[src/rtl/exc_entry_pkg.sv]
package exc_entry_pkg;
  typedef enum logic [2:0] {
    EV_NONE, EV_TFAULT, EV_HWEXC, EV_HWBRK, EV_SWBRK, EV_IRQ
  } ev_kind_t;

  // machine status bit positions; saved copies sit one above the live bits
  localparam int MSR_IE  = 1;
  localparam int MSR_BIP = 3;
  localparam int MSR_EIP = 9;
  localparam int MSR_UM  = 11;
  localparam int MSR_UMS = MSR_UM + 1;
  localparam int MSR_VM  = 13;
  localparam int MSR_VMS = MSR_VM + 1;

  localparam int ESR_STORE = 10;
  localparam int ESR_DS    = 12;

  localparam int OFF_IRQ = 'h10;
  localparam int OFF_BRK = 'h18;
  localparam int OFF_EXC = 'h20;

  localparam int LINK_IRQ = 14;
  localparam int LINK_BRK = 16;
  localparam int LINK_EXC = 17;

  localparam logic [4:0] CAUSE_PROT_DATA  = 5'd16;
  localparam logic [4:0] CAUSE_PROT_FETCH = 5'd17;
  localparam logic [4:0] CAUSE_MISS_DATA  = 5'd18;
  localparam logic [4:0] CAUSE_MISS_FETCH = 5'd19;
endpackage

[src/rtl/ent_arbiter.sv]
module ent_arbiter
  import exc_entry_pkg::*;
#(
  parameter int XLEN = 32
) (
  input  logic            strobe,
  input  logic            rq_tfault,
  input  logic            rq_hwexc,
  input  logic            rq_hwbrk,
  input  logic            rq_swbrk,
  input  logic            rq_irq,
  input  logic            exc_on,
  input  logic [XLEN-1:0] cur_msr,
  input  logic            dslot,
  input  logic            imm,
  output ev_kind_t        kind
);
  logic irq_ok;
  logic hwexc_ok;

  always_comb begin
    irq_ok   = rq_irq && cur_msr[MSR_IE] && !cur_msr[MSR_EIP] &&
               !cur_msr[MSR_BIP] && !dslot && !imm;
    hwexc_ok = rq_hwexc && exc_on;
    kind     = EV_NONE;
    if (strobe) begin
      if (rq_tfault)     kind = EV_TFAULT;
      else if (hwexc_ok) kind = EV_HWEXC;
      else if (rq_hwbrk) kind = EV_HWBRK;
      else if (rq_swbrk) kind = EV_SWBRK;
      else if (irq_ok)   kind = EV_IRQ;
    end
  end
endmodule

[src/rtl/ent_retaddr.sv]
module ent_retaddr
  import exc_entry_pkg::*;
#(
  parameter int XLEN   = 32,
  parameter int RIDX_W = 5
) (
  input  ev_kind_t          kind,
  input  logic [XLEN-1:0]   pc,
  input  logic [XLEN-1:0]   base,
  input  logic [XLEN-1:0]   btarget,
  input  logic              dslot,
  input  logic              imm,
  input  logic              br_imm,
  output logic [XLEN-1:0]   target,
  output logic              link_we,
  output logic [RIDX_W-1:0] link_idx,
  output logic [XLEN-1:0]   link_val
);
  localparam logic [XLEN-1:0] WORD = XLEN'(4);

  logic [XLEN-1:0] rewind;

  always_comb begin
    if (dslot)    rewind = br_imm ? (WORD << 1) : WORD;
    else if (imm) rewind = WORD;
    else          rewind = '0;
  end

  always_comb begin
    target   = '0;
    link_we  = 1'b0;
    link_idx = '0;
    link_val = '0;
    unique case (kind)
      EV_IRQ: begin
        target   = base + XLEN'(OFF_IRQ);
        link_we  = 1'b1;
        link_idx = RIDX_W'(LINK_IRQ);
        link_val = pc;
      end
      EV_HWBRK: begin
        target   = base + XLEN'(OFF_BRK);
        link_we  = 1'b1;
        link_idx = RIDX_W'(LINK_BRK);
        link_val = pc;
      end
      EV_SWBRK: target = btarget;
      EV_HWEXC: begin
        target   = base + XLEN'(OFF_EXC);
        link_we  = 1'b1;
        link_idx = RIDX_W'(LINK_EXC);
        link_val = pc + WORD;
      end
      EV_TFAULT: begin
        target   = base + XLEN'(OFF_EXC);
        link_we  = 1'b1;
        link_idx = RIDX_W'(LINK_EXC);
        link_val = pc - rewind;
      end
      default: ;
    endcase
  end
endmodule

[src/rtl/ent_status.sv]
module ent_status
  import exc_entry_pkg::*;
#(
  parameter int XLEN = 32
) (
  input  logic            clk,
  input  logic            rst,
  input  ev_kind_t        kind,
  input  logic            dslot,
  input  logic [XLEN-1:0] btarget,
  input  logic [XLEN-1:0] f_addr,
  input  logic            f_prot,
  input  logic            f_fetch,
  input  logic            f_store,
  input  logic            wr_en,
  input  logic [XLEN-1:0] wr_data,
  output logic            nest,
  output logic [XLEN-1:0] msr_q,
  output logic [XLEN-1:0] esr_q,
  output logic [XLEN-1:0] ear_q,
  output logic [XLEN-1:0] btr_q,
  output logic            busy_q
);
  logic            last_tf_q;
  logic            commit;
  logic [XLEN-1:0] msr_nx;
  logic [XLEN-1:0] esr_nx;
  logic [4:0]      cause;
  logic            is_exc;

  assign is_exc = (kind == EV_TFAULT) || (kind == EV_HWEXC);
  assign nest   = (kind == EV_TFAULT) && msr_q[MSR_EIP] && last_tf_q;
  assign commit = (kind != EV_NONE) && !nest;

  always_comb begin
    if (f_prot) cause = f_fetch ? CAUSE_PROT_FETCH : CAUSE_PROT_DATA;
    else        cause = f_fetch ? CAUSE_MISS_FETCH : CAUSE_MISS_DATA;
  end

  always_comb begin
    msr_nx          = msr_q;
    msr_nx[MSR_VMS] = msr_q[MSR_VM];
    msr_nx[MSR_UMS] = msr_q[MSR_UM];
    msr_nx[MSR_VM]  = 1'b0;
    msr_nx[MSR_UM]  = 1'b0;
    case (kind)
      EV_TFAULT, EV_HWEXC: msr_nx[MSR_EIP] = 1'b1;
      EV_HWBRK, EV_SWBRK:  msr_nx[MSR_BIP] = 1'b1;
      EV_IRQ:              msr_nx[MSR_IE]  = 1'b0;
      default: ;
    endcase
  end

  always_comb begin
    esr_nx = esr_q;
    if (kind == EV_TFAULT) begin
      esr_nx            = '0;
      esr_nx[4:0]       = cause;
      esr_nx[ESR_STORE] = f_store;
      esr_nx[ESR_DS]    = dslot;
    end else if (kind == EV_HWEXC) begin
      esr_nx[ESR_DS] = dslot;
    end
  end

  always_ff @(posedge clk) begin
    if (rst) begin
      msr_q     <= '0;
      esr_q     <= '0;
      ear_q     <= '0;
      btr_q     <= '0;
      busy_q    <= 1'b0;
      last_tf_q <= 1'b0;
    end else if (commit) begin
      msr_q     <= msr_nx;
      esr_q     <= esr_nx;
      last_tf_q <= (kind == EV_TFAULT);
      if (kind == EV_TFAULT) ear_q <= f_addr;
      if (is_exc && dslot)   btr_q <= btarget;
    end else if (nest) begin
      busy_q <= 1'b1;
    end else if (wr_en && kind == EV_NONE) begin
      msr_q <= wr_data;
    end
  end
endmodule

[src/rtl/exc_entry_ctrl.sv]
module exc_entry_ctrl
  import exc_entry_pkg::*;
#(
  parameter int XLEN   = 32,
  parameter int RIDX_W = 5
) (
  input  logic              clk,
  input  logic              rst,
  input  logic              evt_valid,
  input  logic              evt_tfault,
  input  logic              evt_hwexc,
  input  logic              evt_hwbrk,
  input  logic              evt_swbrk,
  input  logic              evt_irq,
  input  logic              exc_supported,
  input  logic [XLEN-1:0]   cur_pc,
  input  logic [XLEN-1:0]   base_vec,
  input  logic [XLEN-1:0]   branch_target,
  input  logic              in_dslot,
  input  logic              imm_pending,
  input  logic              branch_had_imm,
  input  logic [XLEN-1:0]   fault_addr,
  input  logic              fault_prot,
  input  logic              fault_fetch,
  input  logic              fault_store,
  input  logic              msr_wr_en,
  input  logic [XLEN-1:0]   msr_wr_data,
  output logic              redirect_valid,
  output logic [XLEN-1:0]   redirect_pc,
  output logic              rf_we,
  output logic [RIDX_W-1:0] rf_waddr,
  output logic [XLEN-1:0]   rf_wdata,
  output logic [XLEN-1:0]   msr,
  output logic [XLEN-1:0]   esr,
  output logic [XLEN-1:0]   ear,
  output logic [XLEN-1:0]   btr,
  output logic              flags_clr,
  output logic              busy
);
  ev_kind_t          kind;
  logic              nest;
  logic [XLEN-1:0]   tgt;
  logic              lk_we;
  logic [RIDX_W-1:0] lk_idx;
  logic [XLEN-1:0]   lk_val;
  logic              take;

  ent_arbiter #(.XLEN(XLEN)) u_arb (
    .strobe   (evt_valid),
    .rq_tfault(evt_tfault),
    .rq_hwexc (evt_hwexc),
    .rq_hwbrk (evt_hwbrk),
    .rq_swbrk (evt_swbrk),
    .rq_irq   (evt_irq),
    .exc_on   (exc_supported),
    .cur_msr  (msr),
    .dslot    (in_dslot),
    .imm      (imm_pending),
    .kind     (kind)
  );

  ent_retaddr #(.XLEN(XLEN), .RIDX_W(RIDX_W)) u_ret (
    .kind    (kind),
    .pc      (cur_pc),
    .base    (base_vec),
    .btarget (branch_target),
    .dslot   (in_dslot),
    .imm     (imm_pending),
    .br_imm  (branch_had_imm),
    .target  (tgt),
    .link_we (lk_we),
    .link_idx(lk_idx),
    .link_val(lk_val)
  );

  ent_status #(.XLEN(XLEN)) u_st (
    .clk    (clk),
    .rst    (rst),
    .kind   (kind),
    .dslot  (in_dslot),
    .btarget(branch_target),
    .f_addr (fault_addr),
    .f_prot (fault_prot),
    .f_fetch(fault_fetch),
    .f_store(fault_store),
    .wr_en  (msr_wr_en),
    .wr_data(msr_wr_data),
    .nest   (nest),
    .msr_q  (msr),
    .esr_q  (esr),
    .ear_q  (ear),
    .btr_q  (btr),
    .busy_q (busy)
  );

  assign take = (kind != EV_NONE) && !nest;

  always_ff @(posedge clk) begin
    if (rst) begin
      redirect_valid <= 1'b0;
      redirect_pc    <= '0;
      rf_we          <= 1'b0;
      rf_waddr       <= '0;
      rf_wdata       <= '0;
      flags_clr      <= 1'b0;
    end else begin
      redirect_valid <= take;
      rf_we          <= take && lk_we;
      flags_clr      <= take && (kind == EV_TFAULT || kind == EV_HWEXC);
      if (take) begin
        redirect_pc <= tgt;
        rf_waddr    <= lk_idx;
        rf_wdata    <= lk_val;
      end
    end
  end
endmodule

[config.mk]
export PLATFORM = sky130hd
export DESIGN_NAME = exc_entry_ctrl
export DESIGN_NICKNAME = d
export VERILOG_FILES = /design/src/rtl/exc_entry_pkg.sv /design/src/rtl/ent_arbiter.sv /design/src/rtl/ent_retaddr.sv /design/src/rtl/ent_status.sv /design/src/rtl/exc_entry_ctrl.sv
export SDC_FILE = /design/constraint.sdc
export NUM_CORES = 1
export LEC_CHECK = 0
export BUFFER_PORTS_ARGS = -buffer_cell sky130_fd_sc_hd__buf_4
export CORE_AREA = 2 2 146 148
export CTS_CLUSTER_SIZE = 12
export DETAILED_ROUTE_END_ITERATION = 10
export DIE_AREA = 0 0 148 150
export PLACE_DENSITY_LB_ADDON = 0.2
export SYNTH_ARGS = -nofsm -noshare
export SYNTH_HDL_FRONTEND = slang
export SYNTH_SLANG_ARGS = --single-unit
[constraint.sdc]
create_clock -name clk -period 10.75 [get_ports clk]
set_clock_uncertainty 0.2 [all_clocks]
set_input_delay 2.15 -clock clk [delete_from_list [all_inputs] [get_ports clk]]
set_output_delay 2.15 -clock clk [all_outputs]
set_load 0.05 [all_outputs]
* After elaboration in Yosys (flattened, before gate mapping)
Index checks and enable logic that the tools add are counted.
W data, S select, Z words.
** Operators by class
- Bitwise gates (word level) :: 2
- Reductions and logical operators :: 38
- Equality and inequality tests :: 9
- Multiplexer cells :: 24
- Add/sub/neg operators :: 5
** Operator list (count)
- $pmux W32 S4 :: 1
- $pmux W32 S3 :: 1
- $add A32 B5 Y32 const B :: 2
- $mux W15 :: 3
- $add A32 B3 Y32 const B :: 1
- $add A32 B6 Y32 const B :: 1
- $mux W32 :: 1
- $sub A32 B32 Y32 :: 1
- $mux W3 :: 7
- $pmux W5 S3 :: 1
- $logic_and A1 B1 Y1 :: 13
- $reduce_and A2 Y1 :: 6
- $reduce_and A3 Y1 :: 4
- $mux W1 :: 8
- $reduce_or A2 Y1 :: 4
- $eq A3 B2 Y1 const B :: 2
- $eq A3 B3 Y1 const B :: 2
- $logic_not A1 Y1 :: 5
- $mux W5 :: 1
- $mux W4 :: 1
- $ne A2 B1 Y1 const B :: 2
- $ne A2 B2 Y1 const B :: 2
- $reduce_bool A2 Y1 :: 2
- $reduce_or A4 Y1 :: 1
- 5 further kinds :: 6
** Word-level totals
- Bits of input ports :: 176
- Register bits after elaboration :: 177
- Output and inout port bits :: 201

* Depth between registers and ports, before layout
- Depth in word-level cells :: 18
- Mapped depth :: 15
- Gate-level depth less buffers :: 13

* Modules after synthesis
A second synthesis with hierarchy kept.
** Unflattened totals
- Cell total of the unflattened synthesis :: 1393
- Area total of the unflattened synthesis :: 10984.3 µm²
** Modules (own cells, without submodules)
- ent_status :: sequential area each 2062.0 µm², area each 4229.1 µm², times used 1, cells an instance 497
- ent_retaddr :: sequential area each 0.0 µm², area each 3542.1 µm², times used 1, cells an instance 577
- exc_entry_ctrl :: sequential area each 1441.4 µm², area each 3141.8 µm², times used 1, cells an instance 307
- ent_arbiter :: sequential area each 0.0 µm², area each 71.3 µm², times used 1, cells an instance 12

* Worst setup path before layout
No wires, ideal clock.
- Path kind :: input-to-reg
- Start :: in evt_valid
- End :: reg rf_wdata[30]
- Stages :: 12
- Buffers on the path :: 3
- Setup time :: 0.129 ns
- Arrival time :: 4.955 ns
- Slack :: 5.466 ns
- Path through :: clkbuf_1 nand2_1 inv_1 ha_1 clkbuf_1 a21oi_1 o21ai_0 a32o_1 or3b_2 buf_1 a31oi_1 o211ai_1
** Between the ends
- Longest elaborated chain between the ends :: 6
- Elaborated cells on any way between the ends :: 12
- Those cells by class :: 4 x eq/ne; 2 x mux; 6 x reduce/logical
** Ends and longest elaborated chain
- start, declared :: line exc_entry_ctrl.sv:9 : input logic evt_valid,
- $mux W3 (*) :: line ent_arbiter.sv:26 : if (strobe) begin
- branches (longest 5 deep; another with $pmux W32 S3)
- end signal, assigned :: line exc_entry_ctrl.sv:113 : rf_wdata <= lk_val;
- end, declared :: line exc_entry_ctrl.sv:32 : output logic [XLEN-1:0] rf_wdata,
Every way passes the cells marked *.
A chain may end at the register's enable or synchronous reset.

* Final worst setup path
- Start :: in evt_valid
- End :: reg rf_wdata[29]
Same word-level chain as after synthesis.

==> impl_summary.md <==
Run status
The run finished with clean final reports.

Route
After detailed routing, the average wire length per cell comes to 19.2 um. The total iterations of the first detailed-routing run is 7. The count of nets left with antenna violations once routing finished came out at 0. The routed via count divided by cell count is 5.75. The remaining design rule violation count is 0. The detailed router finished its first iteration with 723 violations. For this block, the routed nets add up to 35900 um of wire. The final route contains 10755 vias.

Setup path
At the worst endpoint, the arrival time is 5240 ps. The nature of the critical path startpoint is a primary input. The nature of the critical path endpoint is a flop.

The critical path is of the in2reg type. The maximum fanout encountered on the critical timing path is 31. Counting cells, the worst reg-to-reg path comes to 9. The required time of the critical path is 10920 ps.

Logic synthesis
Summed over all instances, the cell type with the most area after synthesis is dfxtp_1. For this run, asynchronously set or reset flops after synthesis account for 0%. The cell area that synthesis handed to floorplanning was 9710 um2. After synthesis the netlist holds a flip-flop and latch count of 173. In the synthesized netlist the dominant register cell turns out to be dfxtp_1. The post-synthesis sequential area ratio is 35.7%. The number of distinct library cells after synthesis is 73. By area, the combinational part of the netlist is dominated by compound AO/OA/AOI/OAI gates.

The number of enable flip-flop cells after synthesis is 0. The portion of netlist area occupied by mux cells is 0.928%. The mean area per synthesized cell is 7.55 um2. The synthesized netlist devotes 26.6% of its cell area to compound gates.

The synthesized netlist devotes 3.07% of its cell area to XOR and XNOR gates. Yosys attributes the largest share of cell area to dfxtp_1 36%, nand2_1 11%, a21oi_1 8.3%, o21ai_0 4.4%, ha_1 4.3%. The number of warnings printed during yosys synthesis is 0.

Of the total synthesized cell area, the portion taken by AND, OR, NAND and NOR gates is 22.6%. Of the post-synthesis cell area, the dominant cell type holds 35.7%. The adder and majority cell fraction of the synthesized area is 4.46%. In the synthesized netlist, the number of instances is 1286.

Layout
The number of antenna diodes is 0. In the layout the commonest cells are 360 x buf_4, 289 x nand2_1, 173 x dfxtp_1. Leaving out fill and tap cells, the most frequent cell in the layout is buf_4. The net count of the finished layout is 1792. The signed area change from the synthesized netlist to the final layout is 33.1%. Cells with a size suffix above 1 make up 25.8% of the layout. The non-filler instance count after layout is 1870.

Die
The die covers 22200 um2. The I/O pin count is 377. The initial core utilization is 46.9%.

The initialized floorplan defines 53 standard-cell rows. The area of the core is 20700 um2. The die is 150 um tall.

The die width is 148 um.

Power
VDD sags by at most 0.101 mV. In this run the power density over the cells is 139 nW/um2. In this run the static leakage power is 5.51 nW.

CTS
For this design, the CTS-stage hold fixing added 0 buffers. The clock reaches the later pin of the worst-skew pair after 440 ps. The clock root buffer is clkbuf_16. Counting the buffers created by CTS gives 17.

The clock transition at the registers of the reported paths is 80 ps. TritonCTS built the clock tree. The maximum level of the CTS H-tree is 4.

Gates resized during post-CTS repair numbered 0. The number of clock sinks is 173. Once the clock tree was built, the setup fixing pass inserted 0 buffers. The largest buffer count on any clock path is 2.

GRT
Entering global routing, the biggest net connects 71 pins. The number of antenna violations at the first check in global routing is 0. The all-layer global routing usage is 31.0%. The first-pass GRT wire length is 54100 um. The via count of the first global-routing pass came to 9782.

The remaining global-route overflow is 0.

Placed design
Summed over all nets, the half-perimeter wirelength after detailed placement is 27200 um. Routability-driven placement finished with a final weighted congestion of 0.965. The count of buffers added on input and output ports is 349. The number of cells after detailed placement is 1838.

Timing
The number of endpoints failing setup at the final stage is 0. The transition time at the pin with the least slew margin is 1100 ps. The max-slew headroom at the worst pin is 26.7%. Setup repair after global routing left no endpoint under its margin. Dividing the final minimum period by the clock period gives 47.2%.

The hold violation count in the final report is 0. The count of pins over their slew limit is 0. The routed design could run at a clock period as short as 5070 ps.

Timing would allow up to 197 MHz. The total negative slack is 0 ps.

Hold path
The tightest min-delay check is of the reg2reg type. The number of instances on the worst hold path is 2.

Flow run
Across the run, the number of max-cap violations was 0.
layer usage:
| metal | part of all wire [%] | global-route usage (%) | wire length, um |
|---|---|---|---|
| met5 | 0 | 0 | 0 |
| met4 | 2.4 | 9.90 | 850 |
| met3 | 8.7 | 6.49 | 3130 |
| met2 | 49 | 52.7 | 17400 |
| met1 | 40 | 39.5 | 14500 |
synth_stat cells, types with 4 or more instances:
cell type	instances
buf_1	4
dfxtp_1	173
buf_6	5
o21ai_1	5
a21oi_1	160
nand4_1	20
xor2_1	16
nand2_1	289
o31a_1	5
nor2b_1	10
inv_1	18
and4_1	5
nand2b_1	6
clkbuf_1	61
a21o_1	9
o21ai_0	86
xnor2_1	18
o21a_1	6
a22oi_1	30
o31ai_1	15
a222oi_1	11
nor3_1	24
o211ai_1	17
a31oi_1	8
buf_4	30
a221oi_1	9
and3_1	11
or3_1	6
ha_1	33
a221o_1	4
mux2i_1	9
a22o_1	7
o21bai_1	4
nand3_1	36
nor2_1	61
buf_2	7
nor4_1	4
a211oi_1	12
final cells by class:
cell class / count / area [um2]
clock buffer: 17 / 425
clock inverter: 15 / 194
fill: 1934 / 7770
inverter: 20 / 75.1
multi-input combinational: 1010 / 5720
sequential: 173 / 3460
tap: 275 / 344
timing repair buffer: 360 / 2700
power breakdown:
group,leakage (nW),total [mW],switching [mW],internal [mW]
Clock,0.298,0.645,0.326,0.319
Sequential,1.41,0.689,0.0189,0.671
Combinational,3.80,0.461,0.307,0.154
stage by stage:
step	total power, mW	cell area (um2)	util [%]	hold WS (ps)	setup WS, ps
3_5_place_dp	1.16	12300	59.5	236	5280
2_1_floorplan	1.00	9800	-	323	5470
6_report	1.80	12900	62.4	244	5680
4_1_cts	1.80	12900	62.4	248	5710
5_1_grt	1.86	12900	62.4	262	5430
3_3_place_gp	1.16	12300	59.5	230	5290
worst paths after layout:
check	startpoint	to	slack, ps
setup reg to reg	u_st.msr_q[9]	rf_wdata[27]	7110
setup / recovery	evt_valid	rf_wdata[29]	5680
hold / removal	redirect_pc[11]	redirect_pc[11]	240
hold reg to reg	redirect_pc[11]	redirect_pc[11]	240
cell families (layout without fill, tap and decap cells):
| group | Yosys count | after routing |
|---|---|---|
| other | 1 | 27 |
| multiplexers | 9 | 9 |
| buffers and inverters | 129 | 412 |
| XOR/XNOR | 34 | 34 |
| AND/OR/NAND/NOR | 492 | 492 |
| AO/OA/AOI/OAI | 414 | 414 |
| flip-flops | 173 | 173 |
| adder cells (fa/ha/maj) | 34 | 34 |
registers in the layout, summed over array words and instances (netlist names), 3 cells and up:
register / cells
redirect_pc: 32
rf_waddr: 3
rf_wdata: 32
u_st.btr_q: 32
u_st.ear_q: 32
u_st.esr_q: 5
u_st.msr_q: 32
critical path, cell delays in order:
cell,delay [ps]
buf_4,150
nand2_1,140
inv_1,50
buf_4,260
ha_1,500
nand4_2,260
or4_1,570
a311oi_1,370
nand4bb_1,320
a31oi_1,150
xor2_1,160
o21ai_1,130
No activity file was read; power rests on OpenSTA's default activity.
